[config.mk]
export PLATFORM = sky130hd
export DESIGN_NAME = wait_state_gen
export DESIGN_NICKNAME = d
export VERILOG_FILES = /design/src/rtl/wait_state_gen.sv
export SDC_FILE = /design/constraint.sdc
export NUM_CORES = 1
export LEC_CHECK = 0
export ABC_AREA = 0
export BUFFER_PORTS_ARGS = -buffer_cell sky130_fd_sc_hd__buf_2
export CORE_MARGIN = 2
export CORE_UTILIZATION = 48
export DETAILED_ROUTE_END_ITERATION = 12
export PLACE_DENSITY_LB_ADDON = 0.12
export SLEW_MARGIN = 0
export SYNTH_ARGS = -nofsm -noshare
export SYNTH_HDL_FRONTEND = slang
export SYNTH_SLANG_ARGS = --single-unit
[constraint.sdc]
create_clock -name clk -period 3.8 [get_ports clk]
set_input_delay 0.19 -clock clk [delete_from_list [all_inputs] [get_ports clk]]
set_output_delay 0.19 -clock clk [all_outputs]
set_load 0.02 [all_outputs]
[src/rtl/wait_state_gen.sv]
module wait_state_gen #(
  parameter int ADDR_W = 14,
  parameter int DATA_W = 24,
  parameter logic [ADDR_W-1:0] CFG_ADDR = 14'h3FFE
) (
  input  logic              clk,
  input  logic              rst_n,
  input  logic              acc_req,
  input  logic [2:0]        acc_space,
  output logic              ready,
  input  logic              reg_we,
  input  logic [ADDR_W-1:0] reg_addr,
  input  logic [DATA_W-1:0] reg_wdata,
  output logic [DATA_W-1:0] reg_rdata
);
  localparam int CFG_W = 19;
  localparam logic [CFG_W-1:0] CFG_RST = {1'b0, {18{1'b1}}};

  logic [CFG_W-1:0] cfg;
  logic [3:0]       cnt;
  logic [2:0]       fld;
  logic [3:0]       waits;
  logic             busy, hit;

  assign hit  = (reg_addr == CFG_ADDR);
  assign busy = (cnt != 4'd0);

  always_comb begin
    case (acc_space)
      3'd0: fld = cfg[2:0];
      3'd1: fld = cfg[5:3];
      3'd2: fld = cfg[8:6];
      3'd3: fld = cfg[11:9];
      3'd4: fld = cfg[14:12];
      3'd5: fld = cfg[17:15];
      default: fld = 3'd0;
    endcase
  end

  assign waits = (acc_space > 3'd5) ? 4'd0 :
                 cfg[18] ? {fld, 1'b1} : {1'b0, fld};

  assign ready     = !busy && !(acc_req && waits != 4'd0);
  assign reg_rdata = hit ? {{(DATA_W-CFG_W){1'b0}}, cfg} : '0;

  always_ff @(posedge clk) begin
    if (!rst_n)
      cfg <= CFG_RST;
    else if (reg_we && hit)
      cfg <= reg_wdata[CFG_W-1:0];
  end

  always_ff @(posedge clk) begin
    if (!rst_n)
      cnt <= 4'd0;
    else if (busy)
      cnt <= cnt - 4'd1;
    else if (acc_req && waits != 4'd0)
      cnt <= waits - 4'd1;
  end


  cfg_hold_chk: assert property (@(posedge clk) disable iff (!rst_n)
    !(reg_we && reg_addr == CFG_ADDR) |=> $stable(reg_rdata) || $past(reg_addr) != reg_addr);


  count_down_chk: assert property (@(posedge clk) disable iff (!rst_n)
    busy |=> cnt == $past(cnt) - 4'd1);


  alt_mode_stall_chk: assert property (@(posedge clk) disable iff (!rst_n)
    (acc_req && ready == 1'b0 && !busy) || !(cfg[18] && acc_req && !busy && acc_space <= 3'd5));


  unused_zero_chk: assert property (@(posedge clk) disable iff (!rst_n)
    reg_rdata[DATA_W-1:CFG_W] == '0);


  no_reload_chk: assert property (@(posedge clk) disable iff (!rst_n)
    (busy && reg_we) |=> cnt == $past(cnt) - 4'd1);


  zero_wait_chk: assert property (@(posedge clk) disable iff (!rst_n)
    (acc_req && !busy && acc_space > 3'd5) |-> ready);
endmodule

* Yosys cells after proc, flatten, opt, wreduce, memory -nomap -nowiden
Cells that the tools add are included.
Operators by class: $lt $le $gt $ge 1, mux-type cells 6, equal/unequal tests 6, add/sub/neg operators 2, reductions and logical operators 9
Operators by type and width (number):
- $mux 19 | 1
- $pmux 3 s6 | 1
- $mux 4 | 4
- $eq 14x14->1 const B | 1
- $reduce_bool 4->1 | 2
- $sub 4x1->4 const B | 2
- $eq 3x2->1 const B | 2
- $eq 3x3->1 const B | 2
- $eq 3x1->1 const B | 1
- $gt 3x3->1 const B | 1
- $logic_and 1x1->1 | 3
- $logic_not 3->1 | 1
- $logic_not 1->1 | 2
- $reduce_bool 2->1 | 1
Word-level totals: input port bits 45, register bits after elaboration 23, output and inout port bits 25, logic and storage cells 26

* Longest topological paths before layout
Gate-level depths: netlist of the first run.
depth after elaboration 8, mapped depth 9, gate-level depth less buffers 8

* Worst setup path before layout of the first run
Ideal clock, no wire load.
path type input-to-output, from input port acc_space[1], to output port ready, required time 3610 ps, path buffers 1, path slack 1732 ps, arrival time 1878 ps, stages 6, cell sequence buf_6 -> nor2b_4 -> and3_4 -> a311o_1 -> or4_1 -> a31oi_1
Between the ends: word-level cells in the longest chain between the ends 8, elaborated cells on any way between the ends 14, those cells by class 1 x order compare; 5 x eq/ne; 3 x mux; 5 x reduce/logical
Ends and longest elaborated chain:
- start: declaration | RTL line 9 | input logic [2:0] acc_space,
- $eq 3x3->1 (tied with other cells) | RTL line 29 | case (acc_space)
- $pmux 3 s6 | RTL line 29
- $mux 4 | RTL line 41 | cfg[18] ? {fld, 1'b1} : {1'b0, fld};
- $mux 4 (*) | RTL line 40 | assign waits = (acc_space > 3'd5) ? 4'd0 :
- $reduce_bool 4->1 (*) | RTL line 43 | assign ready = !busy && !(acc_req && waits != 4'd0);
- $logic_and 1x1->1 (*) | RTL line 43
- $logic_not 1->1 (*) | RTL line 43
- $logic_and 1x1->1 (*) | RTL line 43
- end: declaration | RTL line 10 | output logic ready,
Mark *: on every way between the ends. The rest lies on a longest branch, timed or not.

* Worst setup path in the final report of the first run
from register cfg[10], to output port ready
Between the ends: word-level cells in the longest chain between the ends 7
Ends and longest elaborated chain:
- start: declaration | RTL line 19 | logic [CFG_W-1:0] cfg;
- start signal: assignment | RTL line 50 | cfg <= reg_wdata[CFG_W-1:0];
- $pmux 3 s6 | RTL line 29
- $mux 4 | RTL line 41
- $mux 4 | RTL line 40
- $reduce_bool 4->1 | RTL line 43
- $logic_and 1x1->1 | RTL line 43
- $logic_not 1->1 | RTL line 43
- $logic_and 1x1->1 | RTL line 43
No other way between the ends.

==> metrics.yaml, run 1 <==
run_status:
  status: "finished, final reports clean"
critical_path:
  timing.critical_path.cells: "mux2_2 -> a32oi_1 -> o311ai_1 -> or4_1 -> a31oi_1 -> buf_2"
  worst_ep_required_time_ns: 3.61
  critical_path.n_buffers_inverters: 1
  cp_max_fo: 4
  critical_path.slowest_cell: "or4_1"
  end_kind: "primary output"
  arrival_ns: 2.22
  critPathLaunchType: "flip-flop"
  path_class: "flip-flop to primary output"
  top_delay_family_on_crit_path: "simple AND/OR/NAND/NOR gates"
  critPathMaxStageDelay_ns: 0.57
synth:
  number_of_distinct_library_cells_after_synthesis: 42
  synth-adder-area-share: 0.00941
  synth_async_sr_flop_share: 0
  syn-instance-count: 171
  synth_enable_flop_cells: 0
  synthMuxAreaShare: 0.0386
  synth_top_area_frac: 0.346
  synth_largest_area_cell: "dfxtp_1"
  synth-seq-cells: 23
  post_synth_xor_area_fraction: 0.00659
  per_instance_average_area_after_synthesis_sq_um: 7.78
  seq_area_frac_synth: 0.346
  synth-simple-area-share: 0.339
  ys.warnings.count: 0
  synth_top_family_by_area: "simple AND/OR/NAND/NOR gates"
  post_synth_instance_area_sq_mm: 0.00133
  yosys-top-cells-area: "dfxtp_1 (35%), nor2_1 (11%), and2_1 (9.9%)"
  synth_ff_type: "dfxtp_1"
  complex_gate_fraction_of_the_synthesized_area: 0.183
floorplanning:
  placeableCoreArea_sq_mm: 0.00269
  initial_standard_cell_utilization_of_the_core: 0.495
  die_height_microns: 56.6
  fp-row-count: 19
  floorplan.die.width_microns: 56.6
  design.die.area_sq_mm: 0.00321
  io_pins: 70
grt:
  pin_count_of_the_biggest_net_entering_global_routing: 22
  first_global_vias: 1205
  grt_usage: 0.189
  antenna_found_initial: 0
  global_route_wire_length_before_repair_mm: 5.09
  gr-total-overflow: 0
placed_design:
  post-place-cells: 251
  gp_congestion: 0.778
  place_area_sq_mm: 0.00161
  detailedPlacementHpwl_mm: 2.40
  count_of_input_and_output_buffers: 59
cts:
  cts_inserted_buffers: 3
  clock_path_buffers: 2
  clk_pin_slew_worst_paths_ns: 0.13
  clk_latency_worst_skew_pair_ns: 0.31
  post_cts_hold_buffer_count: 0
  clkSinkCount: 23
  cts_post_setup_buffers_inserted: 0
  clock_root_buffer: "clkbuf_4"
  clock_tree_from_tritoncts: "built"
  ctsHtreeMaxLevel: 1
  cts_repair_resize_count: 0
timing:
  setup_violations: 0
  remaining_max_slew_budget_at_the_tightest_pin: 0.556
  setup_tns_ns: 0
  min_period_over_period: 0.633
  maxClockFrequency_mhz: 416
  rsz0062_at_grt: "false"
  report.final.slew_viol_count: 0
  period_minus_slack_ns: 2.41
  finClkSkew_ns: 0.00238
  timing.final.hold_violations: 0
  worst-slew-pin-transition_ns: 0.666
routing:
  detail_route.wl_per_cell_microns: 12.1
  drt_iter0_markers: 36
  routed-via-count: 1344
  antenna_violating_nets_post_route: 0
  detail_route.wirelength_mm: 3.10
  dr.pass1.iters: 4
  post-route-drc-count: 0
  detail_route.vias_per_cell: 5.27
layout:
  finish.instance_area_sq_mm: 0.00163
  drive_above_1_share: 0.317
  fillers: 268
  finish.utilization: 0.608
  antenna_cells: 0
  finish.cell_count_without_fillers: 255
  design.final.nets: 271
  area_growth_syn_to_layout_pct: 22.8
hold_path:
  min-delay-path-class: "primary input to flip-flop"
power_and_ir_drop:
  power.total_w: 0.000586
  max-vdd-ir-drop_uv: 344
  leakage_nw: 0.803
  power-per-cell-area_mw_per_mm2: 359
run:
  max_cap_viol_count: 0
## state kept, by name (all words and copies together), names as in the netlist
signal	count
cnt	4
cfg	19
## layout make-up
class	count	area, sq um	share of cell area
well taps	31	38.8	0.0238
repair buffers	60	303	0.185
inverters	3	11.3	0.00690
flip-flops and latches	23	460	0.282
clock inverters	1	5.00	0.00307
multi-input cells	134	792	0.485
clock buffers	3	22.5	0.0138
## metal layers
layer | track usage | vias to the layer above | part of all wire
li1 | - | 683 | -
met2 | 0.339 | 34 | 0.52
met1 | 0.250 | 627 | 0.44
met4 | 0.0204 | 0 | 0
met3 | 0.0207 | 0 | 0.042
met5 | 0 | - | 0
## path summary, 6_finish.rpt
path,startpoint,end,slack (ns),depth (start not counted)
worst min-delay path,reg_wdata[18],cfg[18]$_SDFFE_PN0P_,0.13,3
worst min register to register,cfg[4]$_SDFFE_PN1P_,cfg[4]$_SDFFE_PN1P_,0.52,2
worst max-delay path,cfg[10]$_SDFFE_PN1P_,ready,1.39,6
worst max register to register,cnt[2]$_SDFFE_PN0P_,cnt[2]$_SDFFE_PN0P_,1.59,7
## cell families after synthesis
logic type / Yosys count
AO/OA/AOI/OAI: 36
XOR/XNOR: 1
adder cells (fa/ha/maj): 1
buffers and inverters: 18
flip-flops: 23
multiplexers: 5
other: 1
AND/OR/NAND/NOR: 86
## metrics by stage
step                setup slack (ns)  hold WS (ns)
floorplan                       1.73         0.337
global placement                1.64         0.446
detailed placement              1.57         0.461
CTS                             1.38         0.119
global route                    1.26         0.125
finish                          1.39         0.125
## report_power, final
group          internal [W]  leakage (nW)  switching (W)  total, W
sequential         0.000255         0.187      0.0000155  0.000270
combinational     0.0000931         0.598       0.000109  0.000202
clock             0.0000393        0.0177      0.0000744  0.000114
total              0.000387         0.803       0.000199  0.000586
## cells in the mapped netlist (2+ instances only)
master    number
a21oi_1        2
a31oi_1        2
and2_1        21
buf_4          6
clkbuf_1       6
dfxtp_1       23
inv_1          3
mux2i_1        4
nand2_1        6
nand2b_1       3
nand4_1        3
nor2_1        39
nor2b_1        2
nor4_1         2
o21ai_0       18
o311ai_0       2
or4_1          3
or4bb_1        2
## worst register-to-register path, stage by stage (launching register included)
cell and delay (ns):
dfxtp_1 0.38, or4_1 0.61, a21oi_1 0.38, a221o_1 0.28, inv_1 0.06, ha_1 0.20, xor2_1 0.16, nor2_1 0.09
## cell usage in the layout (no fill, tap or decap), types with 3 or more instances in the layout
| master | count |
|---|---|
| dfxtp_1 | 23 |
| clkbuf_4 | 3 |
| nand2b_1 | 3 |
| mux2i_1 | 4 |
| o21ai_0 | 18 |
| and2_1 | 21 |
| inv_1 | 3 |
| nand2_1 | 6 |
| buf_2 | 59 |
| conb_1 | 5 |
| or4_1 | 3 |
| nand4_1 | 3 |
| nor2_1 | 39 |
No activity file was read; power rests on OpenSTA's default activity.
==> inputs of run 2 (changes only) <==
--- a/config.mk
+++ b/config.mk
@@ -5,10 +5,10 @@
 export SDC_FILE = /design/constraint.sdc
 export NUM_CORES = 1
 export LEC_CHECK = 0
-export ABC_AREA = 0
+export ABC_AREA = 1
 export BUFFER_PORTS_ARGS = -buffer_cell sky130_fd_sc_hd__buf_2
 export CORE_MARGIN = 2
-export CORE_UTILIZATION = 48
+export CORE_UTILIZATION = 46
 export DETAILED_ROUTE_END_ITERATION = 12
 export PLACE_DENSITY_LB_ADDON = 0.12
 export SLEW_MARGIN = 0
==> constraint.sdc (replaced) <==
create_clock -name clk -period 2.3 [get_ports clk]
set_input_delay 0.115 -clock clk [delete_from_list [all_inputs] [get_ports clk]]
set_output_delay 0.115 -clock clk [all_outputs]
set_load 0.02 [all_outputs]
==> run 2 against run 1 <==
- synthesized cell count up 20%
- clock power up 64%
- first-iteration DRC count up 67%
- cell count up 24%
- clock-buffer cell count unchanged
- power up 71%
- clock skew down 0.00075 ns
- area after synthesis up 13%
- combinational power up 87%
- critical path type unchanged
- largest power group unchanged
==> metrics.yaml, run 2 <==
run_status:
  status: "finished, final reports clean"
synth:
  synth-simple-area-share: 0.339
  synth_ff_type: "dfxtp_1"
  synth-seq-cells: 23
  seq_area_frac_synth: 0.308
  synth_top_family_by_area: "simple AND/OR/NAND/NOR gates"
  synth_async_sr_flop_share: 0
  netlist_top_cells_count: "nand2_1 (39), inv_1 (32), nor2_1 (27)"
  complex_gate_fraction_of_the_synthesized_area: 0.159
  number_of_distinct_library_cells_after_synthesis: 29
  synth-adder-area-share: 0.00836
  post_synth_xor_area_fraction: 0.00585
  yosys-top-cells-area: "dfxtp_1 (31%), o211ai_2 (10%), nand2_1 (9.8%)"
  yosys.cell_count.top_type: "nand2_1"
  per_instance_average_area_after_synthesis_sq_um: 7.26
  synth_enable_flop_cells: 0
  ys.warnings.count: 0
  synth_largest_area_cell: "dfxtp_1"
  synth_top_area_frac: 0.308
  synthMuxAreaShare: 0
  syn-instance-count: 206
  post_synth_instance_area_sq_mm: 0.00150
critical_path:
  critPathMaxStageDelay_ns: 0.35
  critical_path_depth: 10
  critical_path.slowest_cell: "dfxtp_1"
  critPathLaunchType: "flip-flop"
  timing.critical_path.cells: "nand3_1 -> nand2_1 -> nor2_2 -> nand2_1 -> nand2_1 -> nand2_1 -> o21ai_1 -> nand2_1 -> inv_1 -> buf_2"
  critical_path.most_common_cell: "nand2_1"
  r2r_setup_slack_ns: 0.81
  worst_r2r_startpoint: "cfg[18]$_SDFFE_PN0P_"
  cp_max_fo: 2
  end_kind: "primary output"
  top_delay_family_on_crit_path: "simple AND/OR/NAND/NOR gates"
  critical_path.n_buffers_inverters: 2
  arrival_ns: 1.51
  worst_ep_required_time_ns: 2.18
  reg2reg_to: "cnt[2]$_SDFFE_PN0P_"
  path_class: "flip-flop to primary output"
  rr_worst_depth: 11
timing:
  report.final.slew_viol_count: 0
  rsz0062_at_grt: "false"
  period_minus_slack_ns: 1.63
  setup_slack_ns: 0.672
  finClkSkew_ns: 0.00163
  whs_ns: 0.0160
  setup_violations: 0
  maxClockFrequency_mhz: 614
  timing.final.hold_violations: 0
  min_period_over_period: 0.708
  setup_tns_ns: 0
floorplanning:
  initial_standard_cell_utilization_of_the_core: 0.486
  die_height_microns: 61.0
  floorplan.die.width_microns: 61.0
  placeableCoreArea_sq_mm: 0.00308
  design.die.area_sq_mm: 0.00373
  fp-row-count: 20
  io_pins: 70
cts:
  clock_root_buffer: "clkbuf_4"
  clk_latency_worst_skew_pair_ns: 0.31
  ctsHtreeMaxLevel: 1
  clkSinkCount: 23
  clk_pin_slew_worst_paths_ns: 0.13
  cts_inserted_buffers: 3
  clock_tree_from_tritoncts: "built"
  cts_repair_resize_count: 0
  clock_path_buffers: 2
routing:
  antenna_violating_nets_post_route: 0
  drt_iter0_markers: 60
  detail_route.vias_per_cell: 4.54
  routed-via-count: 1430
  dr.pass1.iters: 4
  detail_route.wirelength_mm: 3.15
  post-route-drc-count: 0
  detail_route.wl_per_cell_microns: 10.0
grt:
  gr-total-overflow: 0
  antenna_found_initial: 0
  global_route_wire_length_before_repair_mm: 5.18
  first_global_vias: 1222
  grt_usage: 0.182
  pin_count_of_the_biggest_net_entering_global_routing: 38
layout:
  largest_registers: "cfg: 19 flops, cnt: 4 flops"
  final_common_cell: "buf_2"
  design.final.nets: 318
  antenna_cells: 0
  layout_common_cells: "buf_2 (59), nand2_1 (39), inv_1 (32)"
  max_flop_register: "cfg"
  drive_above_1_share: 0.351
  area_growth_syn_to_layout_pct: 26.3
  largest_reg_flops: 19
hold_path:
  min-delay-start: "reg_wdata[4]"
  min-delay-path-class: "primary input to flip-flop"
  worst_hold_path.num_cells: 3
  whs_endpoint: "cfg[4]$_SDFFE_PN1P_"
placed_design:
  count_of_input_and_output_buffers: 59
  detailedPlacementHpwl_mm: 2.35
  gp_congestion: 0.818
  place_worst_setup_slack_ns: 0.762
run:
  max_cap_viol_count: 0
power_and_ir_drop:
  leakage_nw: 1.08
  max-vdd-ir-drop_uv: 272
  power-per-cell-area_mw_per_mm2: 529
run 2: cell types whose count changed after synthesis, moves of 11 or more:
cell and change:
nand3_1 +11, inv_1 +29, nand2_1 +33, o211ai_2 +11, and2_1 -21, o21ai_0 -17
nor2_1 -12
run 2: cells by family after synthesis:
kind of cell | Yosys count
AO/OA/AOI/OAI | 25
XOR/XNOR | 1
adder cells (fa/ha/maj) | 1
buffers and inverters | 50
flip-flops | 23
other | 1
AND/OR/NAND/NOR | 105
run 2: layer usage:
layer / routed length, microns / GRT usage / part of all wire
met4: 13 / 0.0280 / 0.0041
met3: 131 / 0.0378 / 0.042
met1: 1520 / 0.243 / 0.48
met5: 0 / 0 / 0
met2: 1490 / 0.310 / 0.47
run 2: what timing repair did:
item / 4_1_cts / 5_1_grt
hold buffers: 12 / 0
endpoints found under the hold margin: 12 / 0
setup buffers: 0 / 0
setup endpoints to repair: 0 / 0
run 2: worst max path at each step:
stage | startpoint | to | slack (ns)
2_1_floorplan | acc_space[2] | cnt[2]$_SDFFE_PN0P_ | 0.95
3_3_place_gp | acc_space[2] | cnt[2]$_SDFFE_PN0P_ | 0.76
3_5_place_dp | acc_space[2] | cnt[2]$_SDFFE_PN0P_ | 0.76
4_1_cts | cfg[16]$_SDFFE_PN1P_ | ready | 0.65
5_1_grt | cfg[16]$_SDFFE_PN1P_ | ready | 0.46
6_report | cfg[13]$_SDFFE_PN1P_ | ready | 0.67
run 2: area by class of cell:
cell class	count	area [sq um]
Clock buffer	3	22.5
Clock inverter	1	5.00
Fill cell	313	1190
Inverter	36	148
Multi-Input combinational cell	137	785
Sequential cell	23	460
Tap cell	44	55.1
Timing Repair Buffer	71	415
run 2: metrics by stage:
stage          power [W]   util  area (sq um)  cells
2_1_floorplan   0.000739      -          1510    210
3_3_place_gp    0.000811  0.566          1740    299
3_5_place_dp    0.000812  0.566          1740    299
4_1_cts          0.00102  0.614          1890    315
5_1_grt          0.00109  0.614          1890    315
6_report         0.00100  0.614          1890    315
run 2: worst register-to-register path: cells and delay by family, from the launching register on:
kind	cells	cell delay [ns]
flops	1	0.41
fa+ha+maj	1	0.19
xor+xnor	1	0.16
simple gates	4	0.25
buf+inv	4	0.27
compound gates	1	0.12
run 2: power by group:
| part | switching, W | leakage [nW] | internal [W] |
|---|---|---|---|
| clock network | 0.000122 | 0.0177 | 0.0000649 |
| logic | 0.000226 | 0.877 | 0.000153 |
| registers | 0.00000843 | 0.187 | 0.000427 |
| total | 0.000356 | 1.08 | 0.000644 |
==> inputs of run 3 (changes only) <==
==> constraint.sdc (replaced) <==
create_clock -name clk -period 1.7 [get_ports clk]
set_input_delay 0.085 -clock clk [delete_from_list [all_inputs] [get_ports clk]]
set_output_delay 0.085 -clock clk [all_outputs]
set_load 0.02 [all_outputs]
==> run 3 against run 2 <==
- sequential share of layout area decreased by 0.95 points
- global-route usage rose by 0.39 points
- largest power group unchanged
- highest routed layer unchanged
- flip-flop and latch count stayed put
==> metrics.yaml, run 3 (same netlist as run 2, synthesis figures left out) <==
layout:
  largest_reg_flops: 19
  area_growth_syn_to_layout_pct: 32.5
  drive_above_1_share: 0.371
  design.final.nets: 325
  max_flop_register: "cfg"
  antenna_cells: 0
  layout_common_cells: "buf_2 (58), nand2_1 (37), inv_1 (30)"
  largest_registers: "cfg: 19 flops, cnt: 4 flops"
  final_common_cell: "buf_2"
cts:
  cts_inserted_buffers: 3
  clk_pin_slew_worst_paths_ns: 0.14
  ctsHtreeMaxLevel: 1
  clock_path_buffers: 2
  clock_root_buffer: "clkbuf_4"
  clkSinkCount: 23
  cts_post_setup_buffers_inserted: 0
  clk_latency_worst_skew_pair_ns: 0.32
  clock_tree_from_tritoncts: "built"
critical_path:
  worst_ep_required_time_ns: 1.62
  end_kind: "primary output"
  cp_max_fo: 2
  critPathLaunchType: "flip-flop"
  arrival_ns: 1.49
  path_class: "flip-flop to primary output"
placed_design:
  gp_congestion: 0.833
  detailedPlacementHpwl_mm: 2.36
  place_worst_setup_slack_ns: 0.179
  count_of_input_and_output_buffers: 59
power_and_ir_drop:
  comb_power_share: 0.393
  leakage_nw: 1.10
  power-per-cell-area_mw_per_mm2: 710
  power_switching_share: 0.359
  intPower_w: 0.000903
  share_seq_of_total_power: 0.420
  power.clock.fraction: 0.187
  max-vdd-ir-drop_uv: 334
  switchingPower_w: 0.000505
run:
  max_cap_viol_count: 0
routing:
  post-route-drc-count: 0
  routed-via-count: 1463
  detail_route.wl_per_cell_microns: 10.1
  dr.pass1.iters: 4
  detail_route.wirelength_mm: 3.25
  antenna_violating_nets_post_route: 0
  detail_route.vias_per_cell: 4.54
  drt_iter0_markers: 35
floorplanning:
  placeableCoreArea_sq_mm: 0.00308
  design.die.area_sq_mm: 0.00373
  floorplan.die.width_microns: 61.0
  fp-row-count: 20
  io_pins: 70
  die_height_microns: 61.0
  initial_standard_cell_utilization_of_the_core: 0.486
grt:
  grt_usage: 0.186
  pin_count_of_the_biggest_net_entering_global_routing: 38
  first_global_vias: 1281
  global_route_wire_length_before_repair_mm: 5.36
  antenna_found_initial: 0
  gr-total-overflow: 0
timing:
  finClkSkew_ns: 0.00758
  maxClockFrequency_mhz: 636
  report.final.slew_viol_count: 0
  period_minus_slack_ns: 1.57
  timing.final.hold_violations: 0
  min_period_over_period: 0.924
  setup_slack_ns: 0.129
  setup_violations: 0
  whs_ns: 0.0922
  rsz0062_at_grt: "true"
run_status:
  status: "finished, final reports clean"
hold_path:
  min-delay-path-class: "primary input to flip-flop"
run 3: layout make-up:
class	instances	area, sq um
clock buffer	3	22.5
clock inverter	1	7.51
fill	304	1090
inverter	36	148
multi-input combinational	137	795
sequential	23	464
tap	44	55.1
timing repair buffer	78	492
run 3: per-layer routing:
metal | global-route usage | wire [microns] | up-vias | part of all wire
met4 | 0.0559 | 42 | 0 | 0.013
met3 | 0.0315 | 150 | 5 | 0.046
met1 | 0.245 | 1510 | 622 | 0.46
met2 | 0.312 | 1550 | 41 | 0.48
li1 | - | - | 795 | -
met5 | 0 | 0 | - | 0
run 3: path summary, 6_finish.rpt:
path                              from  slack [ns]                   end  cells after the start
setup reg to reg  cfg[18]$_SDFFE_PN0P_        0.23   cnt[2]$_SDFFE_PN0P_                     11
hold / removal                  reg_we        0.09  cfg[18]$_SDFFE_PN0P_                      4
hold reg to reg   cfg[16]$_SDFFE_PN1P_        0.51  cfg[16]$_SDFFE_PN1P_                      2
setup / recovery  cfg[13]$_SDFFE_PN1P_        0.13                 ready                     10
run 3: power by group through the flow:
stage	clock [W]	sequential, W	combinational (W)
after floorplan	0	0.000598	0.000402
after global placement	0	0.000601	0.000497
after detailed placement	0	0.000603	0.000498
after CTS	0.000274	0.000591	0.000532
after global routing	0.000298	0.000594	0.000623
final	0.000263	0.000591	0.000553
run 3: timing repair:
item,CTS,global route
resized for setup,0,10
hold endpoints to repair,19,0
hold buffers,19,0
setup endpoints to repair,0,1
run 3: metrics by stage:
step           total power (W)  std cells  utilization  setup TNS (ns)  area (sq um)
5_1_grt                0.00151        322        0.644         -0.0265          1980
4_1_cts                0.00140        322        0.638               0          1960
6_report               0.00141        322        0.644               0          1980
3_3_place_gp           0.00110        299        0.566               0          1740
3_5_place_dp           0.00110        299        0.566               0          1740
2_1_floorplan          0.00100        210            -               0          1510
run 3: worst max-delay path, stage by stage (launching register included):
cell     delay, ns
dfxtp_2       0.35
nand3_1       0.07
nand2_1       0.07
nor2_2        0.11
nand2_2       0.08
nand2_2       0.06
nand2_1       0.04
o21ai_1       0.11
nand2_1       0.10
inv_2         0.06
buf_6         0.10
